--- src/rtl/vpt_pkg.sv ---
package vpt_pkg;
  localparam int unsigned PG_MIN    = 10;
  localparam int unsigned SZ_W      = 3;
  localparam int unsigned NUM_SIZES = 5;
  localparam int unsigned SZ_STEP   = 2;

  function automatic logic size_ok(input logic [SZ_W-1:0] sz);
    return sz < SZ_W'(NUM_SIZES);
  endfunction

  // extra offset bits above PG_MIN for a size code
  function automatic int unsigned size_shift(input logic [SZ_W-1:0] sz);
    return SZ_STEP * int'(sz);
  endfunction
endpackage

--- src/rtl/vpt_entry_bank.sv ---
module vpt_entry_bank
  import vpt_pkg::*;
#(
  parameter int unsigned N     = 32,
  parameter int unsigned VPN_W = 30,
  parameter int unsigned PFN_W = 22,
  localparam int unsigned IDX_W = $clog2(N)
) (
  input  logic                       clk_i,
  input  logic                       rst_ni,
  input  logic                       wr_en_i,
  input  logic [IDX_W-1:0]           wr_idx_i,
  input  logic [VPN_W-1:0]           wr_vpn_i,
  input  logic [PFN_W-1:0]           wr_pfn_i,
  input  logic [SZ_W-1:0]            wr_size_i,
  input  logic                       inv_en_i,
  input  logic [IDX_W-1:0]           inv_idx_i,
  output logic [N-1:0]               valid_o,
  output logic [N-1:0][VPN_W-1:0]    vpn_o,
  output logic [N-1:0][PFN_W-1:0]    pfn_o,
  output logic [N-1:0][SZ_W-1:0]     size_o
);
  for (genvar i = 0; i < N; i++) begin : g_ent
    logic wr_hit, inv_hit;
    assign wr_hit  = wr_en_i  && (wr_idx_i  == IDX_W'(i));
    assign inv_hit = inv_en_i && (inv_idx_i == IDX_W'(i));

    always_ff @(posedge clk_i or negedge rst_ni) begin
      if (!rst_ni)      valid_o[i] <= 1'b0;
      else if (inv_hit) valid_o[i] <= 1'b0;  // invalidate wins over write
      else if (wr_hit)  valid_o[i] <= 1'b1;
    end

    always_ff @(posedge clk_i) begin
      if (wr_hit) begin
        vpn_o[i]  <= wr_vpn_i;
        pfn_o[i]  <= wr_pfn_i;
        size_o[i] <= wr_size_i;
      end
    end
  end

  p_write_sets_valid_r10: assert property (@(posedge clk_i) disable iff (!rst_ni)
    wr_en_i && !(inv_en_i && inv_idx_i == wr_idx_i) |=> valid_o[$past(wr_idx_i)]);
  p_inv_clears_r9: assert property (@(posedge clk_i) disable iff (!rst_ni)
    inv_en_i |=> !valid_o[$past(inv_idx_i)]);
endmodule

--- src/rtl/vpt_match.sv ---
module vpt_match
  import vpt_pkg::*;
#(
  parameter int unsigned N     = 32,
  parameter int unsigned VPN_W = 30
) (
  input  logic                    clk_i,
  input  logic                    rst_ni,
  input  logic [VPN_W-1:0]        va_pg_i,
  input  logic [N-1:0]            valid_i,
  input  logic [N-1:0][VPN_W-1:0] vpn_i,
  input  logic [N-1:0][SZ_W-1:0]  size_i,
  output logic [N-1:0]            match_o
);
  for (genvar i = 0; i < N; i++) begin : g_cmp
    logic [VPN_W-1:0] cmp_mask;
    always_comb begin
      cmp_mask   = {VPN_W{1'b1}} << size_shift(size_i[i]);
      match_o[i] = valid_i[i] && size_ok(size_i[i]) &&
                   (((va_pg_i ^ vpn_i[i]) & cmp_mask) == '0);
    end

    p_reserved_no_match_r5: assert property (@(posedge clk_i) disable iff (!rst_ni)
      !size_ok(size_i[i]) |-> !match_o[i]);
  end

  p_match_needs_valid_r6: assert property (@(posedge clk_i) disable iff (!rst_ni)
    (match_o & ~valid_i) == '0);
endmodule

--- src/rtl/vpt_select.sv ---
module vpt_select
  import vpt_pkg::*;
#(
  parameter int unsigned N     = 32,
  parameter int unsigned PA_W  = 32,
  parameter int unsigned PFN_W = 22,
  localparam int unsigned IDX_W = $clog2(N)
) (
  input  logic                    clk_i,
  input  logic                    rst_ni,
  input  logic [N-1:0]            match_i,
  input  logic [N-1:0][PFN_W-1:0] pfn_i,
  input  logic [N-1:0][SZ_W-1:0]  size_i,
  input  logic [PA_W-1:0]         va_low_i,
  output logic                    hit_o,
  output logic                    miss_o,
  output logic                    multi_o,
  output logic [IDX_W-1:0]        idx_o,
  output logic [PA_W-1:0]         pa_o
);
  logic [PA_W-1:0] off_mask;

  always_comb begin
    idx_o = '0;
    for (int i = N - 1; i >= 0; i--) begin
      if (match_i[i]) idx_o = IDX_W'(i);
    end
  end

  assign hit_o   = |match_i;
  assign miss_o  = ~hit_o;
  assign multi_o = (match_i & (match_i - N'(1))) != '0;

  always_comb begin
    off_mask = (PA_W'(1) << (PG_MIN + size_shift(size_i[idx_o]))) - PA_W'(1);
    if (hit_o) pa_o = ({pfn_i[idx_o], {PG_MIN{1'b0}}} & ~off_mask) | (va_low_i & off_mask);
    else       pa_o = '0;
  end

  p_multi_implies_hit_r7: assert property (@(posedge clk_i) disable iff (!rst_ni)
    multi_o |-> hit_o);
  p_lowest_selected_r7: assert property (@(posedge clk_i) disable iff (!rst_ni)
    hit_o |-> match_i[idx_o] && ((match_i & ((N'(1) << idx_o) - N'(1))) == '0));
  p_miss_outputs_zero_r8: assert property (@(posedge clk_i) disable iff (!rst_ni)
    miss_o |-> !hit_o && pa_o == '0 && idx_o == '0 && !multi_o);
endmodule

--- src/rtl/vpt_buffer.sv ---
module vpt_buffer
  import vpt_pkg::*;
#(
  parameter int unsigned N_ENTRIES = 32,
  parameter int unsigned VA_W      = 40,
  parameter int unsigned PA_W      = 32,
  localparam int unsigned IDX_W = $clog2(N_ENTRIES),
  localparam int unsigned VPN_W = VA_W - PG_MIN,
  localparam int unsigned PFN_W = PA_W - PG_MIN
) (
  input  logic             clk_i,
  input  logic             rst_ni,
  input  logic [VA_W-1:0]  lk_va_i,
  output logic             lk_hit_o,
  output logic             lk_miss_o,
  output logic             lk_multi_o,
  output logic [IDX_W-1:0] lk_idx_o,
  output logic [PA_W-1:0]  lk_pa_o,
  input  logic             wr_en_i,
  input  logic [IDX_W-1:0] wr_idx_i,
  input  logic [VPN_W-1:0] wr_vpn_i,
  input  logic [PFN_W-1:0] wr_pfn_i,
  input  logic [SZ_W-1:0]  wr_size_i,
  input  logic             inv_en_i,
  input  logic [IDX_W-1:0] inv_idx_i
);
  logic [N_ENTRIES-1:0]            valid, match;
  logic [N_ENTRIES-1:0][VPN_W-1:0] vpn;
  logic [N_ENTRIES-1:0][PFN_W-1:0] pfn;
  logic [N_ENTRIES-1:0][SZ_W-1:0]  size;

  vpt_entry_bank #(.N(N_ENTRIES), .VPN_W(VPN_W), .PFN_W(PFN_W)) u_bank (
    .clk_i, .rst_ni, .wr_en_i, .wr_idx_i, .wr_vpn_i, .wr_pfn_i, .wr_size_i,
    .inv_en_i, .inv_idx_i,
    .valid_o(valid), .vpn_o(vpn), .pfn_o(pfn), .size_o(size)
  );

  vpt_match #(.N(N_ENTRIES), .VPN_W(VPN_W)) u_match (
    .clk_i, .rst_ni, .va_pg_i(lk_va_i[VA_W-1:PG_MIN]),
    .valid_i(valid), .vpn_i(vpn), .size_i(size), .match_o(match)
  );

  vpt_select #(.N(N_ENTRIES), .PA_W(PA_W), .PFN_W(PFN_W)) u_sel (
    .clk_i, .rst_ni, .match_i(match), .pfn_i(pfn), .size_i(size),
    .va_low_i(lk_va_i[PA_W-1:0]),
    .hit_o(lk_hit_o), .miss_o(lk_miss_o), .multi_o(lk_multi_o),
    .idx_o(lk_idx_o), .pa_o(lk_pa_o)
  );

  p_hit_miss_excl_r8: assert property (@(posedge clk_i) disable iff (!rst_ni)
    lk_hit_o != lk_miss_o);
  p_no_hit_after_reset_r1: assert property (@(posedge clk_i) disable iff (!rst_ni)
    $rose(rst_ni) |-> lk_miss_o);
endmodule

--- config.mk ---
export PLATFORM = sky130hd
export DESIGN_NAME = vpt_buffer
export DESIGN_NICKNAME = d
export VERILOG_FILES = /design/src/rtl/vpt_pkg.sv /design/src/rtl/vpt_entry_bank.sv /design/src/rtl/vpt_match.sv /design/src/rtl/vpt_select.sv /design/src/rtl/vpt_buffer.sv
export SDC_FILE = /design/constraint.sdc
export NUM_CORES = 2
export LEC_CHECK = 0
export BUFFER_PORTS_ARGS = -buffer_cell sky130_fd_sc_hd__buf_2
export CAP_MARGIN = 30
export CORE_AREA = 5 5 422 424
export DETAILED_ROUTE_END_ITERATION = 10
export DIE_AREA = 0 0 427 429
export PLACE_DENSITY = 0.66
export RECOVER_POWER = 25
export SLEW_MARGIN = 20
export SYNTH_ARGS = -nofsm -noshare
export SYNTH_HDL_FRONTEND = slang
export SYNTH_SLANG_ARGS = --single-unit
--- constraint.sdc ---
create_clock -name clk_i -period 7.3 [get_ports clk_i]
set_input_delay 0.73 -clock clk_i [delete_from_list [all_inputs] [get_ports clk_i]]
set_output_delay 0.73 -clock clk_i [all_outputs]
set_load 0.05 [all_outputs]
==> impl_metrics.py <==
metrics = {
    "run_status": {
        "run_status": "complete, but fails checks",
        "violations": "max-capacitance violations, max-slew violations",
    },
    "global_route": {
        "antenna_found_initial": 14,
        "grt_max_degree": 69,
        "grt_pass1_wl_mm": 364,
        "track_usage_pct": 28.1,
        "grt_pass1_vias": 47800,
        "grt-ovfl-total": 0,
    },
    "yosys": {
        "synthArstFlopShare_pct": 1.79,
        "synth_cell_type_count": 105,
        "yosys-top-cells-area": "edfxtp_1, xnor2_1, mux2i_1",
        "yosysTopAreaCell": "edfxtp_1",
        "synth_edf_count": 1760,
        "ys_seq_elements": 1792,
        "synth_top_area_share_pct": 67.9,
        "syn_inst": 5109,
        "syn_nets": 5218,
        "synth_flop_cell": "edfxtp_1",
        "syn_area_per_cell_um2": 15.2,
        "ys_seq_area_share_pct": 69.0,
        "synthesis.area_um2": 77800,
        "yosysWarnings": 0,
    },
    "worst_setup_path": {
        "r2r_slack_ns": 6.50,
        "r2r_start": "u_bank.valid_o[9]$_DFFE_PN0P_",
        "crit_arrival_ns": 6.41,
        "crit_path_start": "lk_va_i[17]",
        "cp_data_required_time_ns": 6.57,
        "cp-end-kind": "output pin",
        "start_kind": "input pin",
        "worstSetupPathType": "input pin to output pin",
        "cp_max_fo": 11,
    },
    "cells_and_area": {
        "area_growth_pct": 15.4,
        "instances_no_fill": 8093,
        "final.fill_count": 14300,
        "layout_commonest_cell": "edfxtp_1",
        "fin_area_um2": 89800,
        "nets": 5730,
        "final_cell_mix": "edfxtp_1, xnor2_1, nand4_1",
        "drive_gt1_share_pct": 15.9,
    },
    "place": {
        "postPlaceCellArea_um2": 84100,
        "place_ws_ns": -0.135,
        "gp_congestion": 0.972,
        "placedCellCount": 7750,
        "port_buffers": 148,
        "dp_hpwl_mm": 165,
    },
    "power_and_ir_drop": {
        "pwr-share-comb_pct": 5.6,
        "leakagePower_uw": 0.0286,
        "power_uw": 21700,
        "irDropWorstVdd_mv": 0.248,
        "internal-power_uw": 16800,
        "cellPowerDensity_nw_per_um2": 241,
        "p_clk_share_pct": 41.0,
        "seq_power_share_pct": 53.4,
        "p_sw_share_pct": 22.5,
        "switchingPower_uw": 4860,
    },
    "timing": {
        "tightest_slew_ns": 3.31,
        "fmax_mhz": 140,
        "relSlewSlack_pct": -121,
        "report.final.setup_viol": 0,
        "drv_slew": 291,
        "period_minus_slack_ns": 7.14,
        "finalSetupTns_ns": 0,
        "hold_violations": 0,
        "fin_skew_ns": 0,
        "rsz0062_at_grt": "no",
        "finalCritPeriodShare_pct": 97.8,
        "fin_ws_ns": 0.162,
    },
    "clock_network": {
        "clock_sinks": 1792,
        "cts_max_path_buffers": 3,
        "root_buffer": "clkbuf_16",
        "clk_latency_ns": 0.83,
        "cts_tree": "done",
        "cts-htree-levels": 4,
        "clk_pin_slew_worst_paths_ns": 0.06,
        "cts_buffers": 178,
    },
    "min_path": {
        "hold_path.class": "input pin to flop",
        "min_from": "inv_idx_i[4]",
    },
    "routing": {
        "postRouteWirelength_mm": 263,
        "vias": 49800,
        "wl_per_cell_um": 32.5,
        "remaining_drc_errors": 0,
        "drt-initial-drc-count": 6949,
        "drt-pass1-iter-count": 6,
        "viasPerCell": 6.15,
        "ant_nets": 0,
    },
    "die": {
        "ios": 149,
        "die-area_um2": 183000,
        "core_um2": 173000,
        "rows": 153,
        "die_w_um": 427,
        "initial_utilization_pct": 44.9,
        "dieHeight_um": 429,
    },
    "run": {
        "maxCapViolCount": 11,
    },
}
## through the flow
| step | utilization [%] | hold slack (ns) |
|---|---|---|
| 6_report | 51.8 | 0.394 |
| 3_3_place_gp | 48.3 | 0.493 |
| 2_1_floorplan | - | 0.434 |
| 4_1_cts | 51.7 | 0.322 |
| 3_5_place_dp | 48.5 | 0.504 |
| 5_1_grt | 51.8 | 0.412 |
## power by group through the flow
| stage | clock, uW | combinational (uW) | sequential (uW) |
|---|---|---|---|
| after floorplan | 0 | 611 | 11700 |
| after global routing | 9380 | 1260 | 11600 |
| after detailed placement | 0 | 1190 | 11800 |
| after global placement | 0 | 1160 | 11800 |
| final | 8880 | 1220 | 11600 |
| after CTS | 8950 | 1200 | 11600 |
## synth_stat cells, drive strengths merged (10+ instances only)
cell / n
a211oi: 18
a21o: 13
a21oi: 112
a221oi: 19
a22oi: 27
a31oi: 16
a41o: 14
and2: 23
and3: 24
and4: 11
buf: 179
clkbuf: 43
dfrtp: 32
edfxtp: 1760
inv: 23
mux2: 55
mux2i: 314
nand2: 217
nand2b: 16
nand3: 49
nand4: 365
nor2: 215
nor2b: 16
nor3: 74
nor4: 74
nor4b: 17
o2111ai: 14
o211ai: 10
o21ai: 98
o21bai: 17
o221ai: 10
o22a: 12
o22ai: 91
o31ai: 16
o41ai: 15
or2: 13
or3: 13
xnor2: 776
xor2: 184
## worst max-delay path, stage by stage
cell and delay, ns:
buf_2 0.37, buf_4 0.29, xor2_1 0.11, nor3_2 0.46, nand3_1 0.40, o32a_1 0.52
o32ai_2 0.29, a21oi_1 0.14, o221ai_2 0.20, a21oi_2 0.14, o311ai_2 0.32, a311oi_2 0.15
buf_4 0.21, nor2_8 0.21, mux2i_4 0.44, buf_4 0.26, nand2_2 0.11, or3_1 0.40
a21oi_1 0.24, buf_4 0.15, buf_2 0.25
## per-layer routing
| metal | global-route usage [%] | wire, um |
|---|---|---|
| met5 | 0 | 97 |
| met1 | 37.6 | 99600 |
| met3 | 8.24 | 32500 |
| met4 | 11.3 | 12500 |
| met2 | 43.2 | 118000 |
## cells by family (layout without fill, tap and decap cells)
group / count (synthesis) / count (layout) / share of synthesized area (%)
DFF: 1792 / 1792 / 69.0
and+or+nand+nor: 1158 / 1158 / 7.99
xor gates and xnor gates: 960 / 960 / 10.9
AOI/OAI and AO/OA: 582 / 582 / 5.22
muxes: 369 / 369 / 4.87
buffers and inverters: 246 / 903 / 2.06
adders and majority gates: 2 / 2 / 0.0257
other: 0 / 2 / 0
## registers in the layout (all words and copies together) (netlist names)
| name | flops |
|---|---|
| u_bank.vpn_o | 960 |
| u_bank.valid_o | 32 |
| u_bank.pfn_o | 704 |
| u_bank.size_o | 96 |
## cell type report
cell class	instances	area (um2)	share of cell area [%]
multi-input cells	3071	22900	25.5
clock inverters	91	758	0.844
inverters	24	92.6	0.103
flip-flops and latches	1792	53700	59.8
clock buffers	234	4780	5.32
repair buffers	554	4670	5.20
diodes	2	5.00	0.00557
well taps	2325	2910	3.24
## worst paths after layout
check                      depth (start not counted)                             end
max                                               21                     lk_pa_o[12]
min                                                3  u_bank.valid_o[11]$_DFFE_PN0P_
max reg2reg                                        2   u_bank.valid_o[9]$_DFFE_PN0P_
min reg2reg                                        1  u_bank.valid_o[23]$_DFFE_PN0P_
max in group asynchronous                          3   u_bank.valid_o[9]$_DFFE_PN0P_
min in group asynchronous                          2  u_bank.valid_o[28]$_DFFE_PN0P_
## timing repair
action                                  4_1_cts  5_1_grt
setup buffers                                 2        8
gates resized for setup                       6       12
gates cloned                                  0        2
endpoints found under the setup margin       22       22
pin swaps                                     0        1
hold endpoints to repair                     10        0
hold buffers                                  1        0
(Power assumes the default switching activity.)
